<file path="src/rtl/cs_dma_pkg.sv">
package cs_dma_pkg;

    typedef enum logic [2:0] {
        ST_IDLE,
        ST_SRC,
        ST_HOLD,
        ST_DST,
        ST_REST
    } seq_st_e;

    localparam logic [1:0] SEL_DEV = 2'd0;
    localparam logic [1:0] SEL_MEM = 2'd1;
    localparam logic [1:0] SEL_CNT = 2'd2;
    localparam logic [1:0] SEL_CMD = 2'd3;

    localparam int CMD_DIR_BIT   = 0;
    localparam int CMD_START_BIT = 1;
    localparam int CMD_CLR_BIT   = 2;

endpackage

</file>
<file path="src/rtl/cs_dma_regs.sv">
module cs_dma_regs
    import cs_dma_pkg::*;
#(
    parameter int AW = 16,
    parameter int DW = 16,
    parameter int CW = 8
) (
    input  logic          clk,
    input  logic          rst_n,
    input  logic          prog_wr,
    input  logic [1:0]    prog_sel,
    input  logic [DW-1:0] prog_wdata,
    input  logic          busy_i,
    input  logic          fin_i,
    output logic [AW-1:0] dev_o,
    output logic [AW-1:0] mem_o,
    output logic [CW-1:0] cnt_o,
    output logic          dir_o,
    output logic          launch_o,
    output logic          done_o
);

    typedef struct packed {
        logic [AW-1:0] dev;
        logic [AW-1:0] mem;
        logic [CW-1:0] cnt;
        logic          dir;
        logic          done;
    } regs_t;

    regs_t r_d, r_q;
    logic  take;
    logic  is_cmd;

    always_comb begin
        r_d      = r_q;
        launch_o = 1'b0;
        take     = prog_wr && !busy_i;
        is_cmd   = (prog_sel == SEL_CMD);
        if (take) begin
            case (prog_sel)
                SEL_DEV: r_d.dev = prog_wdata[AW-1:0];
                SEL_MEM: r_d.mem = prog_wdata[AW-1:0];
                SEL_CNT: r_d.cnt = prog_wdata[CW-1:0];
                default: begin
                    r_d.dir = prog_wdata[CMD_DIR_BIT];
                    if (prog_wdata[CMD_CLR_BIT]) r_d.done = 1'b0;
                    if (prog_wdata[CMD_START_BIT]) begin
                        r_d.done = (r_q.cnt == '0);
                        launch_o = (r_q.cnt != '0);
                    end
                end
            endcase
        end
        if (fin_i) r_d.done = 1'b1;
    end

    always_ff @(posedge clk or negedge rst_n) begin
        if (!rst_n) r_q <= '0;
        else        r_q <= r_d;
    end

    assign dev_o  = r_q.dev;
    assign mem_o  = r_q.mem;
    assign cnt_o  = r_q.cnt;
    assign dir_o  = r_d.dir;
    assign done_o = r_q.done;

    // settings frozen while a block runs
    a_r9_frozen: assert property (@(posedge clk) disable iff (!rst_n)
        busy_i |=> ($stable(dev_o) && $stable(mem_o) && $stable(cnt_o)));

    // zero-length start completes at once without busy
    a_r8_zero_len: assert property (@(posedge clk) disable iff (!rst_n)
        (prog_wr && is_cmd && prog_wdata[CMD_START_BIT] && !busy_i && cnt_o == '0)
        |=> (done_o && !busy_i));

    // done flag holds until clear or start accepted
    a_r7_done_hold: assert property (@(posedge clk) disable iff (!rst_n)
        (done_o && !(prog_wr && !busy_i && is_cmd &&
                     (prog_wdata[CMD_CLR_BIT] || prog_wdata[CMD_START_BIT])))
        |=> done_o);

endmodule

</file>
<file path="src/rtl/cs_dma_seq.sv">
module cs_dma_seq
    import cs_dma_pkg::*;
#(
    parameter int AW = 16,
    parameter int DW = 16,
    parameter int CW = 8
) (
    input  logic          clk,
    input  logic          rst_n,
    input  logic          launch_i,
    input  logic          dir_i,
    input  logic [AW-1:0] dev_i,
    input  logic [AW-1:0] mem_i,
    input  logic [CW-1:0] cnt_i,
    input  logic          bus_grant,
    input  logic [DW-1:0] bus_rdata,
    output logic          bus_req,
    output logic          bus_valid,
    output logic          bus_we,
    output logic          bus_io,
    output logic [AW-1:0] bus_addr,
    output logic [DW-1:0] bus_wdata,
    output logic          busy_o,
    output logic          fin_o
);

    localparam logic [CW-1:0] LAST_ONE = CW'(1);

    typedef struct packed {
        seq_st_e       st;
        logic          dir;
        logic [AW-1:0] dev;
        logic [AW-1:0] mem;
        logic [CW-1:0] cnt;
        logic [DW-1:0] hold;
    } seq_t;

    seq_t s_d, s_q;

    always_comb begin
        s_d       = s_q;
        fin_o     = 1'b0;
        bus_req   = 1'b0;
        bus_valid = 1'b0;
        bus_we    = 1'b0;
        bus_io    = 1'b0;
        bus_addr  = '0;
        bus_wdata = '0;
        case (s_q.st)
            ST_IDLE: begin
                if (launch_i) begin
                    s_d.st  = ST_SRC;
                    s_d.dir = dir_i;
                    s_d.dev = dev_i;
                    s_d.mem = mem_i;
                    s_d.cnt = cnt_i;
                end
            end
            ST_SRC: begin
                bus_req = 1'b1;
                if (bus_grant) begin
                    bus_valid = 1'b1;
                    bus_io    = !s_q.dir;
                    bus_addr  = s_q.dir ? s_q.mem : s_q.dev;
                    s_d.hold  = bus_rdata;
                    s_d.st    = ST_HOLD;
                end
            end
            ST_HOLD: s_d.st = ST_DST;
            ST_DST: begin
                bus_req = 1'b1;
                if (bus_grant) begin
                    bus_valid = 1'b1;
                    bus_we    = 1'b1;
                    bus_io    = s_q.dir;
                    bus_addr  = s_q.dir ? s_q.dev : s_q.mem;
                    bus_wdata = s_q.hold;
                    s_d.mem   = s_q.mem + AW'(1);
                    s_d.cnt   = s_q.cnt - CW'(1);
                    if (s_q.cnt == LAST_ONE) begin
                        s_d.st = ST_IDLE;
                        fin_o  = 1'b1;
                    end else begin
                        s_d.st = ST_REST;
                    end
                end
            end
            ST_REST: s_d.st = ST_SRC;
            default: s_d.st = ST_IDLE;
        endcase
    end

    always_ff @(posedge clk or negedge rst_n) begin
        if (!rst_n) s_q <= '{st: ST_IDLE, default: '0};
        else        s_q <= s_d;
    end

    assign busy_o = (s_q.st != ST_IDLE);

    // bus released in the cycle after each transaction
    a_r4_release: assert property (@(posedge clk) disable iff (!rst_n)
        bus_valid |=> !bus_req);

    // memory address steps by one per retired word
    a_r5_addr_step: assert property (@(posedge clk) disable iff (!rst_n)
        (s_q.st == ST_DST && bus_grant) |=> (s_q.mem == $past(s_q.mem) + AW'(1)));

    // word count steps down by one per retired word
    a_r5_cnt_step: assert property (@(posedge clk) disable iff (!rst_n)
        (s_q.st == ST_DST && bus_grant) |=> (s_q.cnt == $past(s_q.cnt) - CW'(1)));

    // finishing leaves the engine idle
    a_r6_fin_idle: assert property (@(posedge clk) disable iff (!rst_n)
        fin_o |=> !busy_o);

endmodule

</file>
<file path="src/rtl/cs_dma_top.sv">
module cs_dma_top
    import cs_dma_pkg::*;
#(
    parameter int AW = 16,
    parameter int DW = 16,
    parameter int CW = 8
) (
    input  logic          clk,
    input  logic          rst_n,
    input  logic          prog_wr,
    input  logic [1:0]    prog_sel,
    input  logic [DW-1:0] prog_wdata,
    output logic          busy,
    output logic          irq,
    output logic          bus_req,
    input  logic          bus_grant,
    output logic          bus_valid,
    output logic          bus_we,
    output logic          bus_io,
    output logic [AW-1:0] bus_addr,
    output logic [DW-1:0] bus_wdata,
    input  logic [DW-1:0] bus_rdata
);

    logic [AW-1:0] cfg_dev, cfg_mem;
    logic [CW-1:0] cfg_cnt;
    logic          cfg_dir, launch, fin;

    cs_dma_regs #(.AW(AW), .DW(DW), .CW(CW)) u_regs (
        .clk        (clk),
        .rst_n      (rst_n),
        .prog_wr    (prog_wr),
        .prog_sel   (prog_sel),
        .prog_wdata (prog_wdata),
        .busy_i     (busy),
        .fin_i      (fin),
        .dev_o      (cfg_dev),
        .mem_o      (cfg_mem),
        .cnt_o      (cfg_cnt),
        .dir_o      (cfg_dir),
        .launch_o   (launch),
        .done_o     (irq)
    );

    cs_dma_seq #(.AW(AW), .DW(DW), .CW(CW)) u_seq (
        .clk       (clk),
        .rst_n     (rst_n),
        .launch_i  (launch),
        .dir_i     (cfg_dir),
        .dev_i     (cfg_dev),
        .mem_i     (cfg_mem),
        .cnt_i     (cfg_cnt),
        .bus_grant (bus_grant),
        .bus_rdata (bus_rdata),
        .bus_req   (bus_req),
        .bus_valid (bus_valid),
        .bus_we    (bus_we),
        .bus_io    (bus_io),
        .bus_addr  (bus_addr),
        .bus_wdata (bus_wdata),
        .busy_o    (busy),
        .fin_o     (fin)
    );

    // interrupt never coexists with a running block
    a_r6_irq_idle: assert property (@(posedge clk) disable iff (!rst_n)
        irq |-> !busy);

    // a transaction only happens under an active request
    a_r4_valid_req: assert property (@(posedge clk) disable iff (!rst_n)
        bus_valid |-> (bus_req && bus_grant));

endmodule

</file>
<file path="config.mk">
export PLATFORM = sky130hd
export DESIGN_NAME = cs_dma_top
export DESIGN_NICKNAME = d
export VERILOG_FILES = /design/src/rtl/cs_dma_pkg.sv /design/src/rtl/cs_dma_regs.sv /design/src/rtl/cs_dma_seq.sv /design/src/rtl/cs_dma_top.sv
export SDC_FILE = /design/constraint.sdc
export NUM_CORES = 1
export LEC_CHECK = 0
export ABC_AREA = 1
export BUFFER_PORTS_ARGS = -buffer_cell sky130_fd_sc_hd__buf_2
export CORE_MARGIN = 4
export CORE_UTILIZATION = 55
export CTS_BUF_LIST = sky130_fd_sc_hd__clkbuf_4
export DETAILED_ROUTE_END_ITERATION = 7
export PLACE_DENSITY = 0.85
export SLEW_MARGIN = 20
export SYNTH_ARGS = -nofsm -noshare
export SYNTH_HDL_FRONTEND = slang
export SYNTH_HIERARCHICAL = 1
export SYNTH_SLANG_ARGS = --single-unit
</file>
<file path="constraint.sdc">
create_clock -name clk -period 5.2 [get_ports clk]
set_clock_uncertainty 0.1 [all_clocks]
set_input_delay 1.04 -clock clk [delete_from_list [all_inputs] [get_ports clk]]
set_output_delay 1.04 -clock clk [all_outputs]
set_load 0.02 [all_outputs]
</file>
# ---- Word level (Yosys, flattened, before mapping)
# Cells that the tools add are included.
dict set report op_classes {
  add_sub_neg 2
  eq_ne 11
  mux 32
  reduce_logical 21
}
# cell n
set op_table {}
lappend op_table {{2-to-1 mux 16 bit} 6}
lappend op_table {{case mux 24 bit (2 select lines)} 1}
lappend op_table {{2-to-1 mux 44 bit} 1}
lappend op_table {{case mux 16 bit (2 select lines)} 1}
lappend op_table {{2-to-1 mux 24 bit} 1}
lappend op_table {{adder 16 x 1 -> 16 bit, second input constant} 1}
lappend op_table {{2-to-1 mux 1 bit} 15}
lappend op_table {{case mux 3 bit (5 select lines)} 1}
lappend op_table {{AND reduction 2 bit} 5}
lappend op_table {{2-to-1 mux 3 bit} 3}
lappend op_table {{AND reduction 3 bit} 3}
lappend op_table {{equality test 8 x 1 -> 1 bit, second input constant} 1}
lappend op_table {{zero test 8 bit} 1}
lappend op_table {{nonzero test 8 bit} 1}
lappend op_table {{subtractor 8 x 1 -> 8 bit, second input constant} 1}
lappend op_table {{equality test 3 x 2 -> 1 bit, second input constant} 2}
lappend op_table {{inequality test 2 bit, second input constant} 3}
lappend op_table {{nonzero test 3 bit} 2}
lappend op_table {{2-to-1 mux 2 bit} 2}
lappend op_table {{nonzero test 2 bit} 2}
lappend op_table {{equality test 3 x 1 -> 1 bit, second input constant} 1}
lappend op_table {{equality test 3 bit, second input constant} 1}
lappend op_table {{zero test 3 bit} 1}
lappend op_table {{OR reduction 3 bit} 1}
lappend op_table {{other kinds (8)} 9}
dict set report totals {
  register_bits 102
  wordCells 77
}

# ---- Logic depth before layout (Yosys ltp)
dict set report logic_depth {
  ltp_word 6
  depth_mapped 13
}

# ---- Modules after synthesis
# Netlist, hierarchy kept.
# module n_inst cells_each area_each_um2 seq_area_each_um2
set modules_own_cells {}
lappend modules_own_cells {cs_dma_seq 1 458 3584.7 1501.4}
lappend modules_own_cells {cs_dma_regs 1 213 2109.5 1051.0}

# ---- Worst setup path before layout
# OpenSTA, ideal clock, no wires.
dict set report synth_timing {
  path_kind {input-to-output}
  start {input port bus_grant}
  end {output port bus_addr[0]}
  arrival_ns 1.782
  t_required_ns 4.060
  path_slack_ns 2.278
  cell_stages 3
  path_cell_list {nand2_1 > clkbuf_1 > o22ai_1}
}
dict set report synth_via {
  elab_chain_cells 2
  word_cells_on_any_way 3
  cone_classes {mux (3)}
}
# element line
set synth_rtl {}
lappend synth_rtl {{start: declaration} cs_dma_top.sv:16} ;# input logic bus_grant,
lappend synth_rtl {{2-to-1 mux 16 bit, on equally long branches} {cs_dma_seq.sv:72, cs_dma_seq.sv:61}}
lappend synth_rtl {{case mux 16 bit (2 select lines) (*)} cs_dma_seq.sv:49} ;# case (s_q.st)
lappend synth_rtl {{end: declaration} cs_dma_top.sv:20} ;# output logic [AW-1:0] bus_addr,
# Mark *: on every way between the ends. The rest lies on a longest branch, timed or not.

# ---- Final worst setup path
dict set report layout_timing {
  start {register u_seq/s_q[59] (netlist bit)}
  end {output port bus_io}
}
dict set report layout_via {
  elab_chain_cells 2
  word_cells_on_any_way 3
  cone_classes {eq/ne (2); mux (1)}
}
# element line
set layout_rtl {}
lappend layout_rtl {{start: declaration} cs_dma_seq.sv:38} ;# seq_t s_d, s_q;
lappend layout_rtl {{start signal: assignment} cs_dma_seq.sv:94} ;# if (!rst_n) s_q <= '{st: ST_IDLE, default: '0};
lappend layout_rtl {{start signal: assignment} cs_dma_seq.sv:95} ;# else s_q <= s_d;
lappend layout_rtl {{equality test 3 x 2 -> 1 bit / equality test 3 x 1 -> 1 bit (equally long branches)} cs_dma_seq.sv:49}
lappend layout_rtl {{case mux 1 bit (2 select lines) (*)} cs_dma_seq.sv:49}
lappend layout_rtl {{end: declaration} cs_dma_top.sv:19} ;# output logic bus_io,
# Marks and branches as above.

==> out/results.tsv <==
stage	metric	value	unit
outcome	status	completed	
critical_path	crit_family	simple AND/OR/NAND/NOR gates	
cts	cts-root-buf	clkbuf_4	
global_route	antenna_found_initial	1	
global_route	first_global_vias	4356	
die	initial_core_util	57.5	%
cts	worstSkewPairLatency	0.46	ns
cts	h-tree-depth	3	
place	dpl.hpwl	8820	um
final_layout	layout-drive-gt1-share	22.5	%
cts	post_cts_buffers	0	
timing	fmax	278	MHz
synthesis	yosysWarnings	6	
global_route	grt-ovfl-total	0	
critical_path	max_stage_delay	0.56	ns
critical_path	cp-end-kind	primary output	
timing	relSlewSlack	33.7	%
critical_path	start_kind	register	
global_route	grt_pass1_wl	20700	um
timing	hold_slack	0.400	ns
timing	period_share	69.1	%
critical_path	setup.worst_path.class	register to primary output	
global_route	grt_max_degree	53	
timing	setup_violations	0	
die	die_h	110	um
power_and_ir_drop	powerDensity	479	mW/mm^2
final_layout	final_cell_mix	nand2_1, dfrtp_1, buf_2	
cts	cts_tree	built	
power_and_ir_drop	leakage	2.89	nW
synthesis	synthTopCellsByArea	dfrtp_1, nand2_1, buf_4	
place	io_buffer_count	75	
cts	hold_buffers	0	
synthesis	synth-edff-count	0	
synthesis	ys_dominant_reg_cell	dfrtp_1	
route	totalWireLength	12600	um
critical_path	arrival	2.46	ns
route	final_antenna_net_count	0	
route	wl_per_cell	15.2	um
timing	period_needed	3.60	ns
timing	rsz0062_at_grt	false	
synthesis	ys_types	31	
critical_path	crit_buf_inv	2	
timing	setup_tns	0	ns
critical_path	cp_slowest_cell	nor2_4	
timing	drv_slew	0	
die	core_area	0.00991	sq mm
synthesis	avgSynthCellArea	8.49	sq um
route	drt_iter0_drc	512	
synthesis	synthArstFlopShare	100	%
synthesis	synth_top_area_share	44.8	%
timing	worst_pin_slew	0.995	ns
critical_path	worstSetupPathDepth	6	
die	fp.dieW	110	um
final_layout	mostFrequentLayoutCell	nand2_1	
place	gp_congestion	0.921	
critical_path	r2r_cells	10	
synthesis	synth_fp_nets	712	
synthesis	yosys.area.top_type	dfrtp_1	
flow_run	cap_violations	0	
final_layout	area_growth_syn_to_layout	2.99	%
cts	ctsResizeCount	0	
cts	cts.sinks	102	
hold_path	hp-class	register to register	
synthesis	syn_area	0.00569	sq mm
cts	clk_pin_slew_worst_paths	0.14	ns
cts	clock_path_buffers	2	
synthesis	ys_seq_area_share	44.8	%
route	detail_route.vias_per_cell	5.58	
timing	hold_viol	0	
cts	numCtsBuffers	9	
route	firstDrtPassIters	5	
hold_path	holdPathStages	2	
route	vias	4613	
die	die_area	0.0120	sq mm
power_and_ir_drop	ir_worst_vdd	0.000195	V
final_layout	nNetsFinal	730	
die	std_cell_rows	36	
synthesis	synthCells	671	
synthesis	ys_seq_elements	102	
critical_path	required	4.06	ns
critical_path	crit_path_max_fanout	35	
route	drt_drc_violations_left	0	
die	ioPinCount	76	
global_route	grt.total_usage	22.0	%
critical_path	worstPathCellList	nor2_4 -> nand2_4 -> inv_1 -> nand2_1 -> o21ai_0 -> buf_2	
==> per-stage QoR <==
| step | util, % | cell area (sq um) | cells | power, mW | setup WS [ns] |
|---|---|---|---|---|---|
| finish | 59.2 | 5860 | 827 | 2.81 | 1.60 |
| global route | 59.2 | 5860 | 827 | 3.03 | 1.33 |
| CTS | 59.2 | 5860 | 826 | 2.81 | 1.57 |
| detailed placement | 57.9 | 5740 | 811 | 2.42 | 1.74 |
| global placement | 57.9 | 5740 | 811 | 2.34 | 1.92 |
| floorplan | - | 5690 | 671 | 2.34 | 2.28 |
==> cell usage after synthesis (all sizes together), types with 4 or more instances <==
cell type,number
o21ai,76
a22oi,8
dfrtp,102
mux2,17
nand2,142
nand4,6
clkbuf,6
o22ai,17
a31oi,4
nor3,5
inv,69
buf,63
nand3,25
nor2,74
a21oi,33
mux2i,19
==> final cells by class <==
class,instances,area [sq um]
Fill cell,875,4050
Clock buffer,9,67.6
Clock inverter,6,53.8
Antenna cell,1,2.50
Multi-Input combinational cell,431,2380
Sequential cell,102,2550
Tap cell,133,166
Inverter,69,259
Timing Repair Buffer,76,385
==> sequential cells by signal, summed over array words and instances, names as in the netlist <==
name	flops
u_regs/mem_o	16
u_seq/s_q	60
u_regs/cnt_o	8
u_regs/done_o	1
u_regs/r_q	1
u_regs/dev_o	16
==> power breakdown <==
| group | switching (mW) | internal (mW) |
|---|---|---|
| sequential | 0.301 | 1.13 |
| clock | 0.248 | 0.139 |
| combinational | 0.586 | 0.409 |
==> layer usage <==
metal	GRT usage (%)	up-vias	wire length (um)
met5	0	-	0
met4	9.80	0	237
met3	3.17	19	869
met2	37.1	181	6060
met1	28.2	2207	5410
li1	-	2206	-
==> logic make-up after synthesis <==
kind of cell / after synthesis / synth area share [%]
and+or+nand+nor: 253 / 19.0
adders and majority gates: 3 / 0.659
DFF: 102 / 44.8
muxes: 36 / 6.70
buffers and inverters: 138 / 13.5
AOI/OAI and AO/OA: 138 / 15.2
xor gates and xnor gates: 1 / 0.154
==> worst register-to-register path, stage by stage, from the launching register on <==
cell,delay (ns)
dfrtp_1,0.44
nor2_2,0.27
nand2_1,0.19
nor2_4,0.23
nand2_1,0.12
nor3_1,0.49
nand3_4,0.37
nand2_4,0.39
inv_2,0.25
a21oi_1,0.18
a22oi_1,0.09
==> worst paths after layout <==
kind,end,slack (ns),startpoint
worst max-delay path,bus_io,1.60,u_seq/s_q[59]
min in group asynchronous,u_seq/s_q[25],0.50,rst_n
max in group asynchronous,u_seq/s_q[56],3.39,rst_n
worst min-delay path,u_regs/dev_o[12],0.40,u_regs/dev_o[12]
worst max register to register,u_seq/s_q[20],1.93,u_seq/s_q[57]
worst min register to register,u_regs/dev_o[12],0.40,u_regs/dev_o[12]
Note: power is estimated with default switching activity, not from simulation.
